<file path="src/rtl/zz_rle_pkg.sv">
package zz_rle_pkg;

  // Strobes from the control FSM to the datapath
  typedef struct packed {
    logic scanClr;   // restart scan: position, run, pending, seen flag
    logic scanAdv;   // move to next zig-zag position
    logic runInc;    // count one more zero
    logic runClr;    // restart the zero count
    logic pendLoad;  // capture current coefficient as pending symbol
    logic pendClr;   // drop the pending symbol after flushing it
    logic outPush;   // move pending symbol into the output register
    logic outLast;   // last flag for the pushed symbol
  } ctlStrobe_t;

  // Raster index of the k-th coefficient in zig-zag order for a dim x dim block
  function automatic int zz_raster(input int k, input int dim);
    int idx;
    int res;
    int lo;
    int hi;
    int r;
    idx = 0;
    res = 0;
    for (int s = 0; s < 2 * dim - 1; s++) begin
      lo = (s < dim) ? 0 : s - dim + 1;
      hi = (s < dim) ? s : dim - 1;
      for (int i = 0; i <= hi - lo; i++) begin
        r = ((s % 2) == 0) ? hi - i : lo + i;
        if (idx == k) res = r * dim + (s - r);
        idx++;
      end
    end
    return res;
  endfunction

endpackage

</file>
<file path="src/rtl/zz_rle_datapath.sv">
module zz_rle_datapath
  import zz_rle_pkg::*;
#(
  parameter int COEF_W = 12,
  parameter int DIM    = 8,
  localparam int N     = DIM * DIM,
  localparam int POS_W = $clog2(N)
) (
  input  logic              clk,
  input  logic              rst,
  input  ctlStrobe_t        ctl,
  input  logic              loadOk,
  input  logic              wrEn,
  input  logic [POS_W-1:0]  wrAddr,
  input  logic [COEF_W-1:0] wrData,
  input  logic              symReady,
  output logic              coefNz,
  output logic              atEnd,
  output logic              pendValid,
  output logic              outFree,
  output logic              outValid,
  output logic              anyNz,
  output logic              symLast,
  output logic [POS_W-1:0]  symRun,
  output logic [COEF_W-1:0] symLevel
);

  logic [COEF_W-1:0] coefMem [N];
  logic [POS_W-1:0]  zzMap   [N];
  logic [POS_W-1:0]  scanPos;
  logic [POS_W-1:0]  runCnt;
  logic [POS_W-1:0]  pendRun;
  logic [COEF_W-1:0] pendLevel;
  logic [COEF_W-1:0] curCoef;

  // Zig-zag lookup computed at elaboration
  for (genvar k = 0; k < N; k++) begin : g_zz
    assign zzMap[k] = POS_W'(zz_raster(k, DIM));
  end

  // Coefficient buffer, raster addressed, writable only while idle
  always_ff @(posedge clk) begin
    if (wrEn && loadOk) coefMem[wrAddr] <= wrData;
  end

  assign curCoef = coefMem[zzMap[scanPos]];
  assign coefNz  = (curCoef != '0);
  assign atEnd   = (scanPos == POS_W'(N - 1));

  // Scan position and zero-run counter
  always_ff @(posedge clk) begin
    if (rst || ctl.scanClr) begin
      scanPos <= '0;
      runCnt  <= '0;
    end else begin
      if (ctl.scanAdv) scanPos <= scanPos + 1'b1;
      if (ctl.runClr)      runCnt <= '0;
      else if (ctl.runInc) runCnt <= runCnt + 1'b1;
    end
  end

  // Pending symbol held until its last flag is known
  always_ff @(posedge clk) begin
    if (rst || ctl.scanClr) begin
      pendValid <= 1'b0;
      pendRun   <= '0;
      pendLevel <= '0;
      anyNz     <= 1'b0;
    end else if (ctl.pendLoad) begin
      pendValid <= 1'b1;
      pendRun   <= runCnt;
      pendLevel <= curCoef;
      anyNz     <= 1'b1;
    end else if (ctl.pendClr) begin
      pendValid <= 1'b0;
    end
  end

  // Output register with valid/ready handshake
  assign outFree = !outValid || symReady;

  always_ff @(posedge clk) begin
    if (rst) begin
      outValid <= 1'b0;
      symLast  <= 1'b0;
      symRun   <= '0;
      symLevel <= '0;
    end else if (ctl.outPush) begin
      outValid <= 1'b1;
      symLast  <= ctl.outLast;
      symRun   <= pendRun;
      symLevel <= pendLevel;
    end else if (symReady) begin
      outValid <= 1'b0;
    end
  end

  // A stalled symbol holds its fields
  assert_hold_stalled_R7: assert property (@(posedge clk) disable iff (rst)
    (outValid && !symReady) |=> (outValid && $stable(symRun) && $stable(symLevel) && $stable(symLast)));

  // The scan does not move past a nonzero coefficient it cannot hand over
  assert_stall_scan_R7: assert property (@(posedge clk) disable iff (rst)
    (pendValid && coefNz && !outFree && !ctl.scanClr) |=> $stable(scanPos));

  // A captured run never exceeds the positions scanned so far
  assert_run_bound_R4: assert property (@(posedge clk) disable iff (rst)
    ctl.pendLoad |-> (runCnt <= scanPos));

  // Only nonzero levels reach the output
  assert_level_nonzero_R3: assert property (@(posedge clk) disable iff (rst)
    outValid |-> (symLevel != '0));

  // Nothing follows an accepted last symbol
  assert_last_ends_R5: assert property (@(posedge clk) disable iff (rst)
    (outValid && symReady && symLast) |=> !outValid);

endmodule

</file>
<file path="src/rtl/zz_rle_control.sv">
module zz_rle_control
  import zz_rle_pkg::*;
(
  input  logic       clk,
  input  logic       rst,
  input  logic       start,
  input  logic       coefNz,
  input  logic       atEnd,
  input  logic       pendValid,
  input  logic       outFree,
  input  logic       outValid,
  input  logic       anyNz,
  output ctlStrobe_t ctl,
  output logic       loadOk,
  output logic       blockDone,
  output logic       blockEmpty
);

  typedef enum logic [2:0] {
    ST_IDLE,
    ST_SCAN,
    ST_FLUSH,
    ST_DRAIN,
    ST_DONE
  } state_t;

  state_t state;
  state_t stateNext;

  always_comb begin
    ctl       = '0;
    stateNext = state;
    unique case (state)
      ST_IDLE: begin
        if (start) begin
          ctl.scanClr = 1'b1;
          stateNext   = ST_SCAN;
        end
      end
      ST_SCAN: begin
        if (coefNz) begin
          if (!(pendValid && !outFree)) begin
            ctl.outPush  = pendValid;
            ctl.pendLoad = 1'b1;
            ctl.runClr   = 1'b1;
            ctl.scanAdv  = 1'b1;
          end
        end else begin
          ctl.runInc  = 1'b1;
          ctl.scanAdv = 1'b1;
        end
        if (ctl.scanAdv && atEnd) stateNext = ST_FLUSH;
      end
      ST_FLUSH: begin
        if (!pendValid) begin
          stateNext = ST_DRAIN;
        end else if (outFree) begin
          ctl.outPush = 1'b1;
          ctl.outLast = 1'b1;
          ctl.pendClr = 1'b1;
          stateNext   = ST_DRAIN;
        end
      end
      ST_DRAIN: begin
        if (!outValid) stateNext = ST_DONE;
      end
      ST_DONE: stateNext = ST_IDLE;
      default: stateNext = ST_IDLE;
    endcase
  end

  always_ff @(posedge clk) begin
    if (rst) state <= ST_IDLE;
    else     state <= stateNext;
  end

  assign loadOk     = (state == ST_IDLE);
  assign blockDone  = (state == ST_DONE);
  assign blockEmpty = (state == ST_DONE) && !anyNz;

  // Done is reported only once the output has drained
  assert_drained_at_done_R6: assert property (@(posedge clk) disable iff (rst)
    (state == ST_DONE) |-> !outValid);

  // Nothing is pending once the block is reported done
  assert_no_pending_at_done_R6: assert property (@(posedge clk) disable iff (rst)
    (state == ST_DONE) |-> !pendValid);

endmodule

</file>
<file path="src/rtl/zz_rle_encoder.sv">
module zz_rle_encoder
  import zz_rle_pkg::*;
#(
  parameter int COEF_W = 12,
  parameter int DIM    = 8,
  localparam int POS_W = $clog2(DIM * DIM)
) (
  input  logic              clk,
  input  logic              rst,
  input  logic              wrEn,
  input  logic [POS_W-1:0]  wrAddr,
  input  logic [COEF_W-1:0] wrData,
  input  logic              start,
  input  logic              symReady,
  output logic              symValid,
  output logic              symLast,
  output logic [POS_W-1:0]  symRun,
  output logic [COEF_W-1:0] symLevel,
  output logic              blockDone,
  output logic              blockEmpty
);

  ctlStrobe_t ctl;
  logic loadOk;
  logic coefNz;
  logic atEnd;
  logic pendValid;
  logic outFree;
  logic anyNz;

  zz_rle_control i_control (
    .clk        (clk),
    .rst        (rst),
    .start      (start),
    .coefNz     (coefNz),
    .atEnd      (atEnd),
    .pendValid  (pendValid),
    .outFree    (outFree),
    .outValid   (symValid),
    .anyNz      (anyNz),
    .ctl        (ctl),
    .loadOk     (loadOk),
    .blockDone  (blockDone),
    .blockEmpty (blockEmpty)
  );

  zz_rle_datapath #(
    .COEF_W (COEF_W),
    .DIM    (DIM)
  ) i_datapath (
    .clk       (clk),
    .rst       (rst),
    .ctl       (ctl),
    .loadOk    (loadOk),
    .wrEn      (wrEn),
    .wrAddr    (wrAddr),
    .wrData    (wrData),
    .symReady  (symReady),
    .coefNz    (coefNz),
    .atEnd     (atEnd),
    .pendValid (pendValid),
    .outFree   (outFree),
    .outValid  (symValid),
    .anyNz     (anyNz),
    .symLast   (symLast),
    .symRun    (symRun),
    .symLevel  (symLevel)
  );

endmodule

</file>
<file path="config.mk">
export PLATFORM = sky130hd
export DESIGN_NAME = zz_rle_encoder
export DESIGN_NICKNAME = d
export VERILOG_FILES = /design/src/rtl/zz_rle_pkg.sv /design/src/rtl/zz_rle_datapath.sv /design/src/rtl/zz_rle_control.sv /design/src/rtl/zz_rle_encoder.sv
export SDC_FILE = /design/constraint.sdc
export NUM_CORES = 1
export LEC_CHECK = 0
export ABC_CLOCK_PERIOD_IN_PS = 13500
export BUFFER_PORTS_ARGS = -buffer_cell sky130_fd_sc_hd__buf_2
export CORE_MARGIN = 1
export CORE_UTILIZATION = 55
export CTS_CLUSTER_SIZE = 40
export DETAILED_ROUTE_END_ITERATION = 8
export PLACE_DENSITY = 0.71
export SLEW_MARGIN = 20
export SYNTH_ARGS = -nofsm -noshare
export SYNTH_HDL_FRONTEND = slang
export SYNTH_SLANG_ARGS = --single-unit
</file>
<file path="constraint.sdc">
create_clock -name clk -period 13.5 [get_ports clk]
set_clock_uncertainty 0.05 [all_clocks]
set_input_delay 3.375 -clock clk [delete_from_list [all_inputs] [get_ports clk]]
set_output_delay 3.375 -clock clk [all_outputs]
set_load 0.01 [all_outputs]
</file>
==> results.py <==
metrics = {
    "setup_path": {
        "r2r-end": "i_datapath.symLevel[2]",
        "cp_data_arrival_time_ns": 7.70,
        "reg2reg_from": "i_datapath.scanPos[0]",
        "critPathKind": "reg2reg",
        "rr_worst_depth": 15,
        "critPathCaptureType": "flop",
        "critPathLaunchType": "flop",
        "crit_fanout": 107,
        "reg2reg_slack_ns": 6.26,
        "critical_path_required_ns": 13.96,
    },
    "cells_and_area": {
        "final_cell_mix": "768 x edfxtp_1, 368 x nand2_1, 167 x mux2i_1",
        "layout_commonest_cell": "edfxtp_1",
        "areaGrowthSynthToFinish_pct": 11.32,
        "fin_nets": 2368,
        "utilization": 0.6207,
        "drive_above_1_share": 0.1488,
    },
    "global_routing": {
        "antenna_found_initial": 5,
        "grt_max_degree": 108,
        "grt_overflow_total": 0,
        "grt_use_total": 0.2791,
        "grt_pass1_wl_um": 127600,
        "grt_pass1_vias": 19570,
    },
    "clock_network": {
        "clkTransAtPathRegs_ns": 0.06,
        "numCtsBuffers": 83,
        "clockBufferDepth": 3,
        "cts_tree": "built",
        "postCtsResizedCells": 0,
        "root_buffer": "clkbuf_16",
        "cts_hold_buf": 0,
        "clk_latency_ns": 0.64,
        "clock-sinks": 823,
        "post_cts_buffers": 0,
        "h-tree-depth": 3,
    },
    "detailed_routing": {
        "drt_iter0_drc": 2636,
        "postRouteWirelength_um": 86310,
        "drtPass1Iterations": 6,
        "via_count": 20350,
        "drc_errors": 0,
        "wire_per_inst_um": 27.18,
        "ant_nets": 0,
        "avgViaCountPerCell": 6.407,
    },
    "worst_hold_path": {
        "hp-start": "i_datapath.pendRun[4]",
        "hold_path.class": "reg2reg",
        "hold_depth": 2,
        "min_to": "i_datapath.pendRun[4]",
    },
    "timing": {
        "worst_pin_slew_ns": 1.160,
        "finalWorstSetupSlack_ns": 6.262,
        "setup_viol": 0,
        "drv_slew": 0,
        "fin_crit_ns": 7.238,
        "hold_violations": 0,
        "rsz0062_at_grt": "false",
        "max_clock_freq_mhz": 138.2,
        "totalNegativeSetupSlack_ns": 0,
        "fin_crit_sh": 0.5361,
        "slew_headroom": 0.2265,
    },
    "floorplanning": {
        "die-area_sq_um": 62190,
        "core-area_sq_um": 60360,
        "ios": 45,
        "row_count": 90,
        "initial_core_util": 0.5576,
        "die_x_um": 249.4,
        "die_h_um": 249.4,
    },
    "run_status": {
        "status": "finished, final reports clean",
    },
    "logic_synthesis": {
        "synth-edff-count": 768,
        "synth_flop_cell": "edfxtp_1",
        "yosysWarnings": 0,
        "async_flop_share": 0,
        "syn-mean-instance-area_sq_um": 14.93,
        "syn_nets": 2294,
        "synth_seq_area_share": 0.7179,
        "synth-seq-cells": 823,
        "netlist_area_sq_um": 33660,
        "synth_cells": 2255,
        "ys_types": 90,
    },
    "pwr": {
        "power_mw": 5.818,
        "p_int_mw": 4.388,
        "leakage_nw": 12.77,
        "pwr-share-seq": 0.490,
        "p_sw_frac": 0.2457,
        "combPwrFrac": 0.119,
        "p_per_area_nw_per_um2": 155.3,
        "power.switching_mw": 1.430,
        "peakVddDrop_mv": 0.1199,
        "clockPowerShare": 0.391,
    },
    "placement": {
        "place_ws_ns": 5.973,
        "gp_congestion": 0.9059,
        "hpwlAfterDp_um": 50100,
        "io_buffer_count": 44,
    },
    "flow_run": {
        "drv_cap": 0,
    },
}
state kept, by name, summed over array words and instances, names as in the netlist, 3 cells and up:
signal	flops
i_datapath.runCnt	6
i_control.state	3
i_datapath.symRun	6
i_datapath.scanPos	6
i_datapath.pendRun	6
i_datapath.pendLevel	12
i_datapath.coefMem	768
i_datapath.symLevel	12
cell type report:
class	count	area, sq um
Sequential cell	823	24160
Fill cell	4359	22890
Multi-Input combinational cell	1293	8813
Clock buffer	106	2288
Tap cell	782	978.4
Timing Repair Buffer	114	770.7
Clock inverter	43	396.6
Inverter	14	52.55
Antenna cell	1	2.502
worst max path at each step:
stage	from	slack [ns]	to	cells past startpoint
6_report	i_datapath.scanPos[0]	6.26	i_datapath.symLevel[2]	15
5_1_grt	i_datapath.scanPos[0]	5.86	i_datapath.symRun[2]	15
4_1_cts	i_datapath.scanPos[0]	5.98	i_datapath.symLevel[2]	16
3_5_place_dp	i_datapath.scanPos[0]	5.97	i_datapath.symLevel[2]	16
3_3_place_gp	i_datapath.scanPos[0]	6.14	i_datapath.symRun[4]	16
2_1_floorplan	wrAddr[5]	8.32	i_datapath.coefMem[32][0]	4
worst max-delay path: stages (launching register included):
cell      delay, ns
dfxtp_1        0.63
inv_1          0.33
ha_1           0.54
nor2b_1        0.10
a211oi_1       0.45
o221ai_4       0.28
nand2_8        0.59
buf_12         0.59
mux4_2         0.58
mux2i_1        0.41
o211ai_1       0.23
nor4_1         0.82
nand4_1        0.27
o21ai_4        0.69
mux2i_1        0.28
nor2_1         0.05
power by group through the flow:
stage / Clock [mW] / Sequential [mW] / Combinational [mW]
after global placement: 0 / 2.90 / 0.673
after floorplan: 0 / 2.89 / 0.492
after CTS: 2.29 / 2.85 / 0.686
after detailed placement: 0 / 2.90 / 0.684
after global routing: 2.39 / 2.85 / 0.736
final: 2.28 / 2.85 / 0.694
cells by family after synthesis:
| logic type | count (synthesis) | share of synthesized area |
|---|---|---|
| adders and majority gates | 16 | 0.005948 |
| AOI/OAI and AO/OA | 269 | 0.05822 |
| DFF | 823 | 0.7179 |
| buffers and inverters | 139 | 0.02379 |
| muxes | 235 | 0.08915 |
| and+or+nand+nor | 766 | 0.1029 |
| xor gates and xnor gates | 7 | 0.002045 |
synth_stat cells, types with 5 or more instances:
| library cell | number | area (sq um) |
|---|---|---|
| edfxtp_1 | 768 | 23060 |
| nand2_1 | 368 | 1381 |
| mux2i_1 | 167 | 1672 |
| nand3_1 | 131 | 655.6 |
| nor2_1 | 130 | 488.0 |
| buf_2 | 57 | 285.3 |
| dfxtp_1 | 55 | 1101 |
| a21oi_1 | 49 | 245.2 |
| mux4_2 | 46 | 1036 |
| o22ai_1 | 34 | 212.7 |
| and3_1 | 32 | 200.2 |
| a31oi_1 | 24 | 150.1 |
| clkbuf_1 | 24 | 90.09 |
| o21ai_0 | 21 | 105.1 |
| buf_4 | 20 | 150.1 |
| mux2_2 | 18 | 202.7 |
| a311oi_1 | 16 | 140.1 |
| ha_1 | 16 | 200.2 |
| nor3_1 | 16 | 80.08 |
| o211ai_1 | 15 | 112.6 |
| inv_1 | 13 | 48.80 |
| nand4_1 | 13 | 81.33 |
| nor4_1 | 13 | 81.33 |
| a32oi_1 | 12 | 105.1 |
| a22oi_1 | 11 | 82.58 |
| buf_6 | 11 | 123.9 |
| nor2b_1 | 10 | 62.56 |
| a211oi_1 | 9 | 67.56 |
| a21o_1 | 9 | 67.56 |
| buf_1 | 9 | 33.78 |
| nand2b_1 | 9 | 56.30 |
| a311o_1 | 6 | 60.06 |
| nand3b_1 | 6 | 45.04 |
| o21ai_1 | 6 | 30.03 |
| o221ai_1 | 6 | 52.55 |
| and2_1 | 5 | 31.28 |
| xnor2_1 | 5 | 43.79 |
per-stage QoR:
| stage | hold slack [ns] | instance area [sq um] | std cells |
|---|---|---|---|
| 2_1_floorplan | 0.3853 | 33660 | 2255 |
| 3_3_place_gp | 0.4038 | 34700 | 3026 |
| 3_5_place_dp | 0.4228 | 34750 | 3026 |
| 4_1_cts | 0.4297 | 37430 | 3175 |
| 5_1_grt | 0.4588 | 37460 | 3175 |
| 6_report | 0.4256 | 37470 | 3176 |
layer usage:
| layer | GRT usage | vias up | wire length [um] |
|---|---|---|---|
| met5 | 0 | - | 48 |
| met2 | 0.4330 | 1146 | 40100 |
| met3 | 0.05768 | 204 | 9310 |
| li1 | - | 8822 | - |
| met4 | 0.09841 | 8 | 2744 |
| met1 | 0.3951 | 10170 | 34110 |
No activity file was read; power rests on OpenSTA's default activity.
